<file path="src/rtl/gfp_tx_pkg.sv">
package gfp_tx_pkg;

  localparam int PLI_W = 16;
  localparam logic [15:0] HEC_POLY = 16'h1021;
  localparam logic [31:0] FCS_POLY = 32'h04C11DB7;
  localparam logic [31:0] FCS_POLY_REF = 32'hEDB88320;
  localparam logic [31:0] CORE_MASK = 32'hB6AB31E0;

  typedef enum logic [1:0] {
    ST_CORE = 2'd0,
    ST_PHDR = 2'd1,
    ST_PAY  = 2'd2,
    ST_FCS  = 2'd3
  } gfp_st_e;

  function automatic logic [15:0] hec16(input logic [7:0] b_hi, input logic [7:0] b_lo);
    logic [15:0] c;
    logic [15:0] d;
    logic fb;
    c = '0;
    d = {b_hi, b_lo};
    for (int i = 15; i >= 0; i--) begin
      fb = c[15] ^ d[i];
      c = {c[14:0], 1'b0};
      if (fb) c = c ^ HEC_POLY;
    end
    return c;
  endfunction

  function automatic logic [7:0] rev8(input logic [7:0] b);
    logic [7:0] r;
    for (int i = 0; i < 8; i++) r[i] = b[7-i];
    return r;
  endfunction

  function automatic logic [7:0] pick_byte(input logic [31:0] w, input logic [1:0] k);
    logic [7:0] r;
    case (k)
      2'd0:    r = w[31:24];
      2'd1:    r = w[23:16];
      2'd2:    r = w[15:8];
      default: r = w[7:0];
    endcase
    return r;
  endfunction

endpackage

</file>
<file path="src/rtl/gfpf_tx_seq.sv">
module gfpf_tx_seq
  import gfp_tx_pkg::*;
#(
  parameter int LEN_W = 12
) (
  input  logic             clk,
  input  logic             rst_n,
  input  logic             sink_en,
  input  logic             pkt_pending,
  input  logic [LEN_W-1:0] pkt_len,
  input  logic [7:0]       pkt_byte,
  input  logic [7:0]       cfg_type_hi,
  input  logic [7:0]       cfg_type_lo,
  input  logic             cfg_fcs_off,
  input  logic             cfg_laps,
  input  logic [31:0]      fcs_word,
  output logic [7:0]       raw_byte,
  output logic             area_byte,
  output logic             frame_start,
  output logic             pkt_take,
  output logic             crc_init,
  output logic             laps_mode
);

  gfp_st_e          st_q, st_d;
  logic [1:0]       idx_q, idx_d;
  logic [LEN_W-1:0] cnt_q, cnt_d;
  logic [LEN_W-1:0] len_q, len_d;
  logic [PLI_W-1:0] pli_q, pli_d;
  logic             idle_q, idle_d;
  logic             nofcs_q, nofcs_d;
  logic             laps_q, laps_d;

  logic             at_bound;
  logic [PLI_W-1:0] live_pli;
  logic [PLI_W-1:0] cur_pli;
  logic [31:0]      core_word;
  logic [31:0]      type_word;

  assign at_bound  = (st_q == ST_CORE) && (idx_q == 2'd0);
  assign live_pli  = pkt_pending ? (PLI_W'(pkt_len) + (cfg_fcs_off ? 16'd4 : 16'd8)) : '0;
  assign cur_pli   = at_bound ? live_pli : pli_q;
  assign core_word = {cur_pli, hec16(cur_pli[15:8], cur_pli[7:0])} ^ CORE_MASK;
  assign type_word = {cfg_type_hi, cfg_type_lo, hec16(cfg_type_hi, cfg_type_lo)};

  always_comb begin
    case (st_q)
      ST_CORE: raw_byte = pick_byte(core_word, idx_q);
      ST_PHDR: raw_byte = pick_byte(type_word, idx_q);
      ST_PAY:  raw_byte = pkt_byte;
      default: raw_byte = pick_byte(fcs_word, idx_q);
    endcase
  end

  assign area_byte   = (st_q != ST_CORE);
  assign frame_start = at_bound;
  assign pkt_take    = sink_en && (st_q == ST_PAY);
  assign crc_init    = sink_en && at_bound;
  assign laps_mode   = laps_q;

  always_comb begin
    st_d    = st_q;
    idx_d   = idx_q;
    cnt_d   = cnt_q;
    len_d   = len_q;
    pli_d   = pli_q;
    idle_d  = idle_q;
    nofcs_d = nofcs_q;
    laps_d  = laps_q;
    if (sink_en) begin
      case (st_q)
        ST_CORE: begin
          if (idx_q == 2'd0) begin
            pli_d   = live_pli;
            idle_d  = !pkt_pending;
            len_d   = pkt_len;
            nofcs_d = cfg_fcs_off;
            laps_d  = cfg_laps;
          end
          idx_d = idx_q + 2'd1;
          if (idx_q == 2'd3) st_d = idle_q ? ST_CORE : ST_PHDR;
        end
        ST_PHDR: begin
          idx_d = idx_q + 2'd1;
          if (idx_q == 2'd3) begin
            st_d  = ST_PAY;
            cnt_d = '0;
          end
        end
        ST_PAY: begin
          cnt_d = cnt_q + 1'b1;
          if (cnt_q == len_q - 1'b1) begin
            cnt_d = '0;
            st_d  = nofcs_q ? ST_CORE : ST_FCS;
          end
        end
        default: begin
          idx_d = idx_q + 2'd1;
          if (idx_q == 2'd3) st_d = ST_CORE;
        end
      endcase
    end
  end

  always_ff @(posedge clk or negedge rst_n) begin
    if (!rst_n) begin
      st_q    <= ST_CORE;
      idx_q   <= '0;
      cnt_q   <= '0;
      len_q   <= '0;
      pli_q   <= '0;
      idle_q  <= 1'b1;
      nofcs_q <= 1'b0;
      laps_q  <= 1'b0;
    end else begin
      st_q    <= st_d;
      idx_q   <= idx_d;
      cnt_q   <= cnt_d;
      len_q   <= len_d;
      pli_q   <= pli_d;
      idle_q  <= idle_d;
      nofcs_q <= nofcs_d;
      laps_q  <= laps_d;
    end
  end

endmodule

</file>
<file path="src/rtl/gfpf_tx_fcs.sv">
module gfpf_tx_fcs
  import gfp_tx_pkg::*;
(
  input  logic        clk,
  input  logic        rst_n,
  input  logic        init,
  input  logic        upd,
  input  logic        laps,
  input  logic [7:0]  data,
  output logic [31:0] fcs_word
);

  logic [31:0] crc_q, crc_d;
  logic [31:0] stepped;
  logic [31:0] fin;
  logic        fb;

  always_comb begin
    stepped = crc_q;
    fb      = 1'b0;
    if (laps) begin
      for (int i = 0; i < 8; i++) begin
        fb      = stepped[0] ^ data[i];
        stepped = {1'b0, stepped[31:1]};
        if (fb) stepped = stepped ^ FCS_POLY_REF;
      end
    end else begin
      for (int i = 7; i >= 0; i--) begin
        fb      = stepped[31] ^ data[i];
        stepped = {stepped[30:0], 1'b0};
        if (fb) stepped = stepped ^ FCS_POLY;
      end
    end
  end

  always_comb begin
    if (init)     crc_d = '1;
    else if (upd) crc_d = stepped;
    else          crc_d = crc_q;
  end

  always_ff @(posedge clk or negedge rst_n) begin
    if (!rst_n) crc_q <= '1;
    else        crc_q <= crc_d;
  end

  assign fin = ~crc_q;
  assign fcs_word = laps ? {rev8(fin[7:0]), rev8(fin[15:8]), rev8(fin[23:16]), rev8(fin[31:24])}
                         : fin;

endmodule

</file>
<file path="src/rtl/gfpf_tx_scr.sv">
module gfpf_tx_scr #(
  parameter int TAP = 43
) (
  input  logic       clk,
  input  logic       rst_n,
  input  logic       stb,
  input  logic       scr_act,
  input  logic       sof_in,
  input  logic [7:0] raw,
  output logic [7:0] out_byte,
  output logic       out_stb,
  output logic       out_sof
);

  logic [TAP-1:0] hist_q, hist_d, h;
  logic [7:0]     sbyte;
  logic [7:0]     byte_d;

  always_comb begin
    h     = hist_q;
    sbyte = '0;
    for (int i = 7; i >= 0; i--) begin
      sbyte[i] = raw[i] ^ h[TAP-1];
      h = {h[TAP-2:0], sbyte[i]};
    end
  end

  always_comb begin
    hist_d = hist_q;
    byte_d = out_byte;
    if (stb) begin
      byte_d = scr_act ? sbyte : raw;
      if (scr_act) hist_d = h;
    end
  end

  always_ff @(posedge clk or negedge rst_n) begin
    if (!rst_n) begin
      hist_q   <= '0;
      out_byte <= '0;
      out_stb  <= 1'b0;
      out_sof  <= 1'b0;
    end else begin
      hist_q   <= hist_d;
      out_byte <= byte_d;
      out_stb  <= stb;
      out_sof  <= stb && sof_in;
    end
  end

endmodule

</file>
<file path="src/rtl/gfpf_tx_encap.sv">
module gfpf_tx_encap #(
  parameter int LEN_W = 12,
  parameter int SCR_TAP = 43
) (
  input  logic             clk,
  input  logic             rst_n,
  input  logic             sink_en,
  input  logic             pkt_pending,
  input  logic [LEN_W-1:0] pkt_len,
  input  logic [7:0]       pkt_byte,
  output logic             pkt_take,
  input  logic [7:0]       cfg_type_hi,
  input  logic [7:0]       cfg_type_lo,
  input  logic             cfg_fcs_off,
  input  logic             cfg_laps,
  input  logic             cfg_scr_off,
  output logic [7:0]       out_byte,
  output logic             out_stb,
  output logic             out_sof
);

  logic [1:0]  rst_pipe;
  logic        rst_core_n;
  logic [7:0]  raw_byte;
  logic        area_byte;
  logic        frame_start;
  logic        crc_init;
  logic        laps_mode;
  logic [31:0] fcs_word;

  always_ff @(posedge clk or negedge rst_n) begin
    if (!rst_n) rst_pipe <= '0;
    else        rst_pipe <= {rst_pipe[0], 1'b1};
  end
  assign rst_core_n = rst_pipe[1];

  gfpf_tx_seq #(.LEN_W(LEN_W)) u_seq (
    .clk         (clk),
    .rst_n       (rst_core_n),
    .sink_en     (sink_en),
    .pkt_pending (pkt_pending),
    .pkt_len     (pkt_len),
    .pkt_byte    (pkt_byte),
    .cfg_type_hi (cfg_type_hi),
    .cfg_type_lo (cfg_type_lo),
    .cfg_fcs_off (cfg_fcs_off),
    .cfg_laps    (cfg_laps),
    .fcs_word    (fcs_word),
    .raw_byte    (raw_byte),
    .area_byte   (area_byte),
    .frame_start (frame_start),
    .pkt_take    (pkt_take),
    .crc_init    (crc_init),
    .laps_mode   (laps_mode)
  );

  gfpf_tx_fcs u_fcs (
    .clk      (clk),
    .rst_n    (rst_core_n),
    .init     (crc_init),
    .upd      (pkt_take),
    .laps     (laps_mode),
    .data     (pkt_byte),
    .fcs_word (fcs_word)
  );

  gfpf_tx_scr #(.TAP(SCR_TAP)) u_scr (
    .clk      (clk),
    .rst_n    (rst_core_n),
    .stb      (sink_en),
    .scr_act  (area_byte && !cfg_scr_off),
    .sof_in   (frame_start),
    .raw      (raw_byte),
    .out_byte (out_byte),
    .out_stb  (out_stb),
    .out_sof  (out_sof)
  );

endmodule

</file>
<file path="config.mk">
export PLATFORM = sky130hd
export DESIGN_NAME = gfpf_tx_encap
export DESIGN_NICKNAME = d
export VERILOG_FILES = /design/src/rtl/gfp_tx_pkg.sv /design/src/rtl/gfpf_tx_seq.sv /design/src/rtl/gfpf_tx_fcs.sv /design/src/rtl/gfpf_tx_scr.sv /design/src/rtl/gfpf_tx_encap.sv
export SDC_FILE = /design/constraint.sdc
export NUM_CORES = 1
export LEC_CHECK = 0
export ABC_AREA = 1
export BUFFER_PORTS_ARGS = -buffer_cell sky130_fd_sc_hd__buf_4
export CAP_MARGIN = 15
export CORE_ASPECT_RATIO = 1.75
export CORE_MARGIN = 3
export CORE_UTILIZATION = 50
export DETAILED_ROUTE_END_ITERATION = 10
export PLACE_DENSITY_LB_ADDON = 0.25
export SLEW_MARGIN = 20
export SYNTH_ARGS = -nofsm -noshare
export SYNTH_HDL_FRONTEND = slang
export SYNTH_HIERARCHICAL = 1
export SYNTH_SLANG_ARGS = --single-unit
</file>
<file path="constraint.sdc">
create_clock -name clk -period 10.1 [get_ports clk]
set_clock_uncertainty 0.15 [all_clocks]
set_input_delay 1.515 -clock clk [delete_from_list [all_inputs] [get_ports clk]]
set_output_delay 1.515 -clock clk [all_outputs]
set_load 0.05 [all_outputs]
</file>
# After elaboration in Yosys (flattened, before gate mapping)
# Index checks and enable logic that the tools add are counted.
[totals]
register_bits = 134
in_bits = 43
out_inout_bits = 11
[classes]
add_sub_neg = 4
n_eq_ne = 9
mux = 84
bitwise = 103
n_reduce_logical = 17
[op_table]
columns = ["op", "count"]
rows = [
  ["$mux W32", 26],
  ["$mux W13", 32],
  ["$mux W27", 8],
  ["$not A13 Y14", 8],
  ["$not A14 Y14", 8],
  ["$pmux W8 S3", 4],
  ["$not A3 Y3", 30],
  ["$xor A1 B1 Y1", 48],
  ["$mux W16", 2],
  ["$not A32 Y32", 1],
  ["$mux W12", 2],
  ["$pmux W12 S2", 1],
  ["$add A12 B16 Y16", 1],
  ["$not A16 Y16", 1],
  ["$add A12 B1 Y12 const B", 1],
  ["$eq A12 B12 Y1", 1],
  ["$sub A12 B1 Y12 const B", 1],
  ["$mux W2", 5],
  ["$mux W8", 1],
  ["$reduce_bool A2 Y1", 4],
  ["$eq A2 B2 Y1 const B", 3],
  ["$pmux W2 S3", 1],
  ["$reduce_and A3 Y1", 2],
  ["$xor A1 B1 Y1 const A", 6],
  ["other kinds (12)", 20],
]

# Depth between registers and ports, before layout
# Gate-level depths: netlist of run 1.
[logic_depth]
ltp_word = 40
ltp_mapped = 24
ltp_nobuf = 24

# Modules after synthesis
# The synthesis of run 1 kept the hierarchy.
[by_module_without_submodules]
columns = ["mod", "n_inst", "cells_each", "area_per_inst_um2"]
rows = [
  ["gfpf_tx_seq", 1, 683, 4340.4],
  ["gfpf_tx_fcs", 1, 763, 4224.1],
  ["gfpf_tx_scr", 1, 261, 2170.8],
  ["gfpf_tx_encap", 1, 5, 63.8],
]

# Least setup slack after synthesis of run 1
# Ideal clock, no wire load.
[synth_path]
path_type = "input port to output port"
from = "in sink_en"
to = "out pkt_take"
arrival_ns = 2.273
setup_slack_ns = 6.162
stages = 2
path_buffers = 0
cell_sequence = "inv_1 > nor2_1"
[synth_between]
elab_chain_cells = 1
[synth_lines]
columns = ["item", "line", "source"]
rows = [
  ["from (decl)", "gfpf_tx_encap.sv:7", "input logic sink_en,"],
  ["$logic_and A1 B1 Y1", "gfpf_tx_seq.sv:57", "assign pkt_take = sink_en && (st_q == ST_PAY);"],
  ["to (decl)", "gfpf_tx_encap.sv:11", "output logic pkt_take,"],
]
# No other way between the ends.

# Final worst setup path of run 1
[layout_path]
from = "reg u_seq.st_q[1]"
to = "out pkt_take"
[layout_between]
elab_chain_cells = 2
[layout_lines]
columns = ["item", "line", "source"]
rows = [
  ["from (decl)", "gfpf_tx_seq.sv:25", "gfp_st_e st_q, st_d;"],
  ["from (signal assigned)", "gfpf_tx_seq.sv:116", "st_q <= st_d;"],
  ["$eq A2 B2 Y1", "gfpf_tx_seq.sv:57", ""],
  ["$logic_and A1 B1 Y1", "gfpf_tx_seq.sv:57", ""],
]
# No other way between the ends.

==> results of run 1 <==
## per-stage QoR
step           std cells  power, mW  hold WS, ns
6_report            2045       4.12        0.209
3_5_place_dp        2013       3.41        0.186
4_1_cts             2045       4.07        0.212
3_3_place_gp        2013       3.38        0.190
5_1_grt             2045       4.43        0.217
2_1_floorplan       1712       2.71        0.181
## cell usage after synthesis (all sizes together)
| cell type | count |
|---|---|
| nand2 | 719 |
| inv | 192 |
| nand3 | 164 |
| o21ai | 124 |
| dfrtp | 98 |
| nor2 | 91 |
| a21oi | 62 |
| xor2 | 57 |
| dfstp | 33 |
| clkbuf | 26 |
| buf | 24 |
| xnor2 | 22 |
| nor3 | 16 |
| or2 | 14 |
| nand4 | 13 |
| a31oi | 12 |
| o211ai | 11 |
| ha | 8 |
| a221oi | 5 |
| nand3b | 4 |
| o22ai | 3 |
| a22oi | 2 |
| nand2b | 2 |
| o221ai | 2 |
| o32ai | 2 |
| a21boi | 1 |
| clkinv | 1 |
| conb | 1 |
| fa | 1 |
| nor3b | 1 |
| nor4 | 1 |
## flip-flops by register name, indices dropped and copies added, names as in the netlist, 2 cells and up
register / cells
u_scr/hist_q: 43
u_fcs/crc_q: 32
u_seq/pli_q: 13
u_seq/cnt_q: 12
u_seq/len_q: 12
u_scr/out_byte: 8
rst_pipe: 2
u_seq/idx_q: 2
u_seq/st_q: 2
## layout make-up
| cell class | count | share of cell area |
|---|---|---|
| clock buffer | 22 | 0.0395 |
| clock inverter | 10 | 0.0104 |
| inverter | 193 | 0.0608 |
| multi-input combinational | 1338 | 0.543 |
| sequential | 131 | 0.277 |
| tap | 288 | 0.0300 |
| timing repair buffer | 63 | 0.0394 |
## power by group through the flow
stage / Clock [mW] / Combinational [mW] / Sequential (mW)
final: 0.638 / 2.47 / 1.01
after global routing: 0.671 / 2.73 / 1.04
after CTS: 0.646 / 2.42 / 1.01
after detailed placement: 0 / 2.40 / 1.01
after global placement: 0 / 2.37 / 1.01
after floorplan: 0 / 1.75 / 0.962
## metal layers
| layer | part of all wire | wire, um | vias to the layer above | track usage |
|---|---|---|---|---|
| met2 | 0.52 | 19900 | 462 | 0.580 |
| met4 | 0.091 | 3450 | 0 | 0.260 |
| met3 | 0.052 | 1980 | 175 | 0.0534 |
| met1 | 0.34 | 12800 | 5311 | 0.326 |
| li1 | - | - | 5512 | - |
| met5 | 0 | 0 | - | 0 |
## path summary, 6_finish.rpt
check | end | slack [ns] | cells past startpoint
max reg2reg | u_seq/len_q[10]$_DFFE_PN0P_ | 6.13 | 10
max in group asynchronous | u_seq/laps_mode$_DFFE_PN0P_ | 8.03 | 1
min | rst_pipe[1]$_DFF_PN0_ | 0.21 | 0
min reg2reg | rst_pipe[1]$_DFF_PN0_ | 0.21 | 0
max | pkt_take | 6.06 | 5
min in group asynchronous | u_scr/hist_q[18]$_DFFE_PN0P_ | 0.32 | 0
## layout by cell type, fill, tap and decap left out, types with 3 or more instances in the layout
cell | synthesis | final
xor2_1 | 56 | 56
nand4_1 | 12 | 12
nand3_2 | 4 | 4
nor2_2 | 3 | 3
dfstp_2 | 33 | 33
buf_4 | 2 | 63
ha_1 | 8 | 8
nor3_1 | 15 | 15
a221oi_1 | 5 | 5
a21oi_1 | 59 | 59
or2_2 | 10 | 10
nand3_1 | 160 | 160
dfrtp_1 | 98 | 96
xnor2_1 | 20 | 20
inv_2 | 27 | 27
o21ai_0 | 113 | 113
o22ai_1 | 3 | 3
nand2_4 | 11 | 11
clkinvlp_4 | 0 | 3
clkbuf_8 | 0 | 3
nand2_2 | 49 | 49
nand3b_1 | 4 | 4
o211ai_1 | 11 | 11
clkinv_4 | 0 | 3
a31oi_1 | 12 | 12
clkbuf_16 | 0 | 17
o21ai_1 | 10 | 10
nor2_1 | 86 | 86
nand2_1 | 659 | 659
inv_1 | 163 | 162
## cells by family after synthesis
| logic type | count (synthesis) | share of synthesized area |
|---|---|---|
| AND/OR/NAND/NOR | 1025 | 0.411 |
| flip-flops | 131 | 0.307 |
| AO/OA/AOI/OAI | 224 | 0.114 |
| buffers and inverters | 243 | 0.0901 |
| XOR/XNOR | 79 | 0.0662 |
| other | 1 | 0.000347 |
| adder cells (fa/ha/maj) | 9 | 0.0111 |
## worst max-delay path, stage by stage, from the launching register on
cell and delay, ns:
dfrtp_1 0.40, inv_2 0.07, nor2_1 0.69, inv_1 0.23, nor2_1 0.30, buf_4 0.26
==> impl_metrics.toml, run 1 <==
[worst_setup_path]
critPathMaxFanout = 12
crit_arrival_ns = 2.37
required_ns = 8.44
crit_path_end_kind = "output pin"
timing.rr.start = "u_seq/idx_q[0]$_DFFE_PN0P_"
crit_path_start = "u_seq/st_q[1]$_DFFE_PN0P_"
worstSetupStartpointType = "flip-flop"
path_class = "flip-flop to output pin"

[sta]
hold_viol = 0
timing.final.max_slew_violations = 0
period_minus_slack_ns = 4.04
relSlewSlack = 0.294
finalSetupViolCount = 0
max_freq_ghz = 0.248
rsz0062_at_grt = "no"
worst_pin_slew_ns = 1.05
totalNegativeSetupSlack_ns = 0
min_period_over_period = 0.400
fin_ws_ns = 6.06

[hold_path]
min_from = "rst_pipe[0]$_DFF_PN0_"
hp-class = "flip-flop to flip-flop"

[power_and_ir_drop]
combPwrFrac = 0.599
p_sw_mw = 2.20
netSwitchingFraction = 0.535
pwr-share-clk = 0.155
ir_drop_uv = 148
p_leak_nw = 6.23
seq_power_share = 0.246
power_density_mw_per_mm2 = 343
p_int_mw = 1.91

[route]
drcViolationCount = 0
first_pass_iters = 6
wl_per_cell_um = 18.6
vias = 11460
vias_per_cell = 5.60
wirelength_um = 38100
final_antenna_net_count = 0
drt_iter0_drc = 830

[synthesis]
yosysWarningCount = 6
yosysUniqueCellTypes = 52
synthCells = 1712
synth.cell_area_mm2 = 0.0108
netlist.area_leader.share = 0.229
synth.largest_area_cell = "nand2_1"
seq_area_frac_synth = 0.307
synth_area_leaders = "nand2_1 23%, dfrtp_1 23%, dfstp_2 8.0%"
synth-seq-cells = 131
avgSynthCellArea_um2 = 6.31
synth_nets = 1764

[clock_network]
cts_hold_buf = 0
cts_made_buffers = 17
clk_latency_ns = 0.43
cts_sinks = 131
htree_levels = 4
cts-root-buf = "clkbuf_16"
post_cts_resized = 0
cts_tree = "yes"
clk_pin_slew_worst_paths_ns = 0.06
cts.path.max_buffers = 2
postCtsSetupRepairBufs = 0

[final_layout]
seq_area_mm2 = 0.00332
multiInputGateArea_mm2 = 0.00651
drive_gt1_frac = 0.140
nFillCells = 2083
syn2layout_area_growth_pct = 11.1
diodes = 0
stdcell_area_mm2 = 0.0120
post-route-util = 0.568
final_nets = 1796

[global_route]
grt_overflow = 0
grt_pass1_wl_um = 58700
grt_max_degree = 67
grt_antenna_before_repair = 0
grt_use_total = 0.329
grt_pass1_vias = 10909

[die]
coreArea_mm2 = 0.0211
dieArea_mm2 = 0.0235
pin_count = 54
rows = 70
start_util = 0.512
die_x_um = 117
fp.dieH_um = 200

[placed_design]
placed_area_mm2 = 0.0114
port_buffers = 53
routabilityCongestion = 1.04
dp_hpwl_um = 28900
place_worst_setup_slack_ns = 5.70

[outcome]
status = "complete, no violations"

[flow_run]
max_cap_viol_count = 0
Power figures use the tool's default switching activity.
==> run 2: changes to the inputs <==
Clock period 10.1 ns to 3.7 ns, I/O delays scaled along.
==> impl_metrics.toml, run 2 (same netlist as run 1, synthesis figures left out) <==
[outcome]
status = "complete, no violations"

[sta]
finalSetupViolCount = 0
min_period_over_period = 0.915
period_minus_slack_ns = 3.39
hold_viol = 0
max_freq_ghz = 0.295
worst_pin_slew_ns = 1.04
totalNegativeSetupSlack_ns = 0
rsz0062_at_grt = "no"
timing.final.max_slew_violations = 0
relSlewSlack = 0.302

[route]
final_antenna_net_count = 0
wl_per_cell_um = 18.7
vias = 11439
drt_iter0_drc = 829
drcViolationCount = 0
first_pass_iters = 6
vias_per_cell = 5.58
wirelength_um = 38300

[worst_setup_path]
path_class = "flip-flop to flip-flop"
crit_arrival_ns = 3.59
crit_path_max_incr_delay_ns = 0.81
crit_family = "simple AND/OR/NAND/NOR gates"
ff2ff_path_depth = 10
crit_path_end_kind = "flip-flop"
timing.rr.start = "u_seq/idx_q[0]$_DFFE_PN0P_"
r2r_end = "u_fcs/crc_q[6]$_DFFE_PN1P_"
crit_buf_inv = 4
required_ns = 3.90
worstSetupStartpointType = "flip-flop"
critPathMaxFanout = 17
cpMaxStageDelayCell = "nor2_1"
rrSetupSlack_ns = 0.31
path_cells = "inv_1 -> ha_1 -> inv_2 -> nor2_4 -> inv_2 -> nor2_1 -> nor2_1 -> inv_1 -> nor3_1 -> a21oi_1"

[die]
pin_count = 54
dieArea_mm2 = 0.0235
die_x_um = 117
coreArea_mm2 = 0.0211
rows = 70
fp.dieH_um = 200
start_util = 0.512

[placed_design]
placed_area_mm2 = 0.0114
routabilityCongestion = 1.05
port_buffers = 53
dp_hpwl_um = 29300

[power_and_ir_drop]
seq_power_share = 0.245
p_sw_mw = 6.05
pwr-share-clk = 0.145
netSwitchingFraction = 0.542
ir_drop_uv = 420
p_int_mw = 5.11
power_density_mw_per_mm2 = 929
combPwrFrac = 0.610
p_leak_nw = 6.25

[clock_network]
clk_pin_slew_worst_paths_ns = 0.06
cts-root-buf = "clkbuf_16"
post_cts_resized = 0
cts.path.max_buffers = 2
cts_sinks = 131
cts_tree = "yes"
cts_made_buffers = 17
clk_latency_ns = 0.44
htree_levels = 4

[final_layout]
diodes = 0
mostFrequentLayoutCells = "659 x nand2_1, 162 x inv_1, 160 x nand3_1"
top_regs = "u_scr/hist_q (43), u_fcs/crc_q (32), u_seq/pli_q (13)"
layout_commonest_cell = "nand2_1"
drive_gt1_frac = 0.143
stdcell_area_mm2 = 0.0120
syn2layout_area_growth_pct = 11.2
largest_register_ffs = 43
top_register = "u_scr/hist_q"
final_nets = 1801

[flow_run]
max_cap_viol_count = 0

[global_route]
grt_use_total = 0.330
grt_antenna_before_repair = 0
grt_pass1_vias = 11208
grt_max_degree = 75
grt_overflow = 0
grt_pass1_wl_um = 58700

[hold_path]
min_to = "u_seq/laps_mode$_DFFE_PN0P_"
whs_path_depth = 3
min_from = "cfg_laps"
hp-class = "input port to flip-flop"
-- run 2: cell count changes in the layout (fill, tap and decap cells not counted), sizes merged --
cell         before  now
inv             192  195
clkbuf           22   19
clkinv            6    8
dlygate4sd3       0    1
buf              63   67
bufinv            2    0
-- run 2: final cells by class --
class / instances / area (um2)
clock inverter: 13 / 101
clock buffer: 19 / 453
sequential: 131 / 3320
tap: 288 / 360
multi-input combinational: 1338 / 6510
fill: 2173 / 9090
timing repair buffer: 68 / 538
inverter: 193 / 729
-- run 2: timing repair --
action / 4_1_cts / 5_1_grt
setup endpoints to repair: 0 / 0
hold buffers: 1 / 0
endpoints found under the hold margin: 2 / 0
setup buffers: 0 / 0
-- run 2: tightest hold or removal path: stages --
cell	delay, ns
buf_4	0.08
nand2_1	0.04
nand2_1	0.05
-- run 2: metrics by stage --
stage / setup WS [ns] / instances / utilization / hold slack, ns / total power, mW
2_1_floorplan: 0.773 / 1712 / - / 0.109 / 7.39
3_3_place_gp: 0.309 / 2017 / 0.542 / 0.185 / 9.29
3_5_place_dp: 0.242 / 2017 / 0.542 / 0.186 / 9.38
4_1_cts: 0.360 / 2050 / 0.569 / 0.161 / 11.1
5_1_grt: 0.203 / 2050 / 0.569 / 0.178 / 12.0
6_report: 0.313 / 2050 / 0.569 / 0.175 / 11.2
-- run 2: how the worst max path moves through the flow --
stage | start | endpoint | slack, ns | cells past startpoint
after floorplan | pkt_len[2] | u_scr/out_byte[5]$_DFFE_PN0P_ | 0.77 | 23
after global placement | cfg_fcs_off | u_scr/hist_q[5]$_DFFE_PN0P_ | 0.31 | 24
after detailed placement | cfg_fcs_off | u_scr/out_byte[5]$_DFFE_PN0P_ | 0.24 | 24
after CTS | u_seq/idx_q[0]$_DFFE_PN0P_ | u_fcs/crc_q[6]$_DFFE_PN1P_ | 0.36 | 10
after global routing | u_seq/idx_q[0]$_DFFE_PN0P_ | u_seq/pli_q[6]$_DFFE_PN0P_ | 0.20 | 9
final | u_seq/idx_q[0]$_DFFE_PN0P_ | u_fcs/crc_q[6]$_DFFE_PN1P_ | 0.31 | 10
-- run 2: layer usage --
layer  share of wire  up-vias  global-route usage
li1                -     5510                   -
met1            0.33     5295               0.317
met2            0.51      445               0.578
met3           0.053      189              0.0618
met4            0.10        0               0.282
met5               0        -                   0
-- run 2: power by group through the flow --
stage | sequential, mW | combinational (mW) | clock (mW)
after floorplan | 2.62 | 4.77 | 0
after global placement | 2.73 | 6.56 | 0
after detailed placement | 2.73 | 6.65 | 0
after CTS | 2.72 | 6.69 | 1.65
after global routing | 2.80 | 7.50 | 1.71
final | 2.73 | 6.80 | 1.62
==> run 3: changes to the inputs <==
Settings changed: ABC_AREA 1 to default.
==> impl_metrics.toml, run 3 <==
[worst_setup_path]
crit_arrival_ns = 3.70
worst_path_most_repeated_cell = "buf_4"
critPathMaxFanout = 16
worstSetupStartpointType = "flip-flop"
crit_path_max_incr_delay_ns = 0.42
path_cells = "inv_1 -> ha_1 -> or3b_1 -> buf_4 -> a221o_1 -> xor3_1 -> buf_4 -> nand2_1 -> nand2_1 -> o221ai_2 -> buf_4 -> a21bo_2 -> a31oi_1"
path_class = "flip-flop to flip-flop"
rrSetupSlack_ns = 0.21
cpMaxStageDelayCell = "dfrtp_1"
ff2ff_path_depth = 13
crit_family = "compound AO/OA/AOI/OAI gates"
path_depth = 13
required_ns = 3.91
crit_path_end_kind = "flip-flop"
crit_buf_inv = 4

[final_layout]
largest_register_ffs = 43
drive_gt1_frac = 0.248
mostFrequentLayoutCells = "135 x xnor2_1, 100 x buf_4, 96 x dfrtp_1"
layout_commonest_cell = "xnor2_1"
nFillCells = 1782
final_nets = 1117
diodes = 0
top_register = "u_scr/hist_q"
syn2layout_area_growth_pct = 13.0
top_regs = "u_scr/hist_q (43), u_fcs/crc_q (32), u_seq/pli_q (13)"

[global_route]
grt_use_total = 0.268
grt_pass1_wl_um = 46400
grt_max_degree = 59
grt_overflow = 0
grt_pass1_vias = 8332
grt_antenna_before_repair = 0

[synthesis]
synth_compound_area_frac = 0.146
synth.cell_area_mm2 = 0.0104
synthTopCellsByCount = "135 x xnor2_1, 98 x dfrtp_1, 87 x nand2_1, 59 x a21oi_1, 49 x mux2i_1"
synthCells = 1007
synth_edf_count = 0
yosysUniqueCellTypes = 94
synth_ff_type = "dfrtp_1"
synth_fa_ha_area_frac = 0.0116
synth_area_leaders = "dfrtp_1 24%, xnor2_1 11%, dfstp_2 8.3%"
avgSynthCellArea_um2 = 10.3
ys_async_sr_fraction = 1.00
synth-seq-cells = 131
yosys-mux-area-fraction = 0.110
synth_nets = 1059
seq_area_frac_synth = 0.319
synth_xor_area_frac = 0.259
synth_top_family_by_area = "XOR/XNOR gates"
synth-simple-area-share = 0.109
yosysWarningCount = 6
synth.largest_area_cell = "dfrtp_1"
netlist.area_leader.share = 0.236
synth.most_common_cell = "xnor2_1"

[clock_network]
clk_latency_ns = 0.44
cts_sinks = 131
clk_pin_slew_worst_paths_ns = 0.06
cts_made_buffers = 17
htree_levels = 4
cts.path.max_buffers = 2
cts-root-buf = "clkbuf_16"
cts_tree = "yes"
postCtsSetupRepairBufs = 0

[die]
dieArea_mm2 = 0.0226
pin_count = 54
fp.dieH_um = 197
rows = 69
die_x_um = 115
coreArea_mm2 = 0.0204
start_util = 0.510

[sta]
hold_viol = 0
min_period_over_period = 0.943
rsz0062_at_grt = "yes"
finalSetupViolCount = 0
timing.final.max_slew_violations = 0
period_minus_slack_ns = 3.49
relSlewSlack = 0.396
hold_slack_ns = 0.187
max_freq_ghz = 0.287
worst_pin_slew_ns = 0.900

[flow_run]
max_cap_viol_count = 0

[power_and_ir_drop]
p_leak_nw = 5.03
power_density_mw_per_mm2 = 1200
ir_drop_uv = 971
fin_total_pwr_mw = 14.2

[route]
drt_iter0_drc = 653
first_pass_iters = 5
final_antenna_net_count = 0
drcViolationCount = 0
wirelength_um = 29500
vias_per_cell = 6.04
vias = 8005
wl_per_cell_um = 22.3

[placed_design]
port_buffers = 53
dp_hpwl_um = 22000
routabilityCongestion = 0.984

[hold_path]
hp-class = "input port to flip-flop"
whs_path_depth = 2

[outcome]
status = "complete, no violations"
[run 3: timing repair]
| action | in CTS | in global routing |
|---|---|---|
| gates resized for setup | 0 | 3 |
| hold buffers | 1 | 0 |
| hold endpoints to repair | 2 | 0 |
| setup endpoints to repair | 0 | 4 |
[run 3: logic make-up (layout without fill, tap and decap cells)]
kind of cell	Yosys count	count (layout)
AND/OR/NAND/NOR	224	224
multiplexers	96	96
XOR/XNOR	229	229
buffers and inverters	91	161
flip-flops	131	131
adder cells (fa/ha/maj)	9	9
AO/OA/AOI/OAI	226	226
other	1	1
[run 3: worst paths after layout]
kind,start,end
hold reg to reg,rst_pipe[0]$_DFF_PN0_,rst_pipe[1]$_DFF_PN0_
max in group asynchronous,rst_pipe[1]$_DFF_PN0_,u_scr/hist_q[26]$_DFFE_PN0P_
hold / removal,pkt_pending,u_seq/idle_q$_DFFE_PN1P_
min in group asynchronous,rst_pipe[1]$_DFF_PN0_,u_seq/laps_mode$_DFFE_PN0P_
setup / recovery,u_seq/idx_q[0]$_DFFE_PN0P_,u_scr/out_byte[3]$_DFFE_PN0P_
setup reg to reg,u_seq/idx_q[0]$_DFFE_PN0P_,u_scr/out_byte[3]$_DFFE_PN0P_
[run 3: final cells by class]
type | count | area [um2] | share of cell area
Tap cell | 248 | 310 | 0.0264
Sequential cell | 131 | 3320 | 0.283
Clock buffer | 19 | 443 | 0.0377
Multi-Input combinational cell | 785 | 6620 | 0.563
Inverter | 27 | 101 | 0.00862
Timing Repair Buffer | 103 | 801 | 0.0681
Clock inverter | 12 | 158 | 0.0134
[run 3: power breakdown]
group          switching, mW  internal (mW)  total (mW)
combinational           4.58           4.77        9.35
sequential             0.856           2.22        3.08
clock                  0.660           1.07        1.73
total                   6.10           8.06        14.2
[run 3: layer usage]
| layer | share of wire | GRT usage | up-vias |
|---|---|---|---|
| met5 | 0 | 0 | - |
| met4 | 0.054 | 0.158 | 0 |
| met3 | 0.041 | 0.0436 | 91 |
| met2 | 0.54 | 0.475 | 255 |
| met1 | 0.37 | 0.297 | 3963 |
| li1 | - | - | 3696 |
[run 3: through the flow]
step / TNS, ns / setup WS (ns) / util / std cells / cell area, um2
2_1_floorplan: 0 / 0.0769 / - / 1007 / 10400
3_3_place_gp: -0.906 / -0.160 / 0.546 / 1293 / 11100
3_5_place_dp: -1.45 / -0.222 / 0.546 / 1293 / 11100
4_1_cts: 0 / 0.131 / 0.576 / 1325 / 11700
5_1_grt: -0.0240 / -0.0240 / 0.577 / 1325 / 11800
6_report: 0 / 0.210 / 0.577 / 1325 / 11800
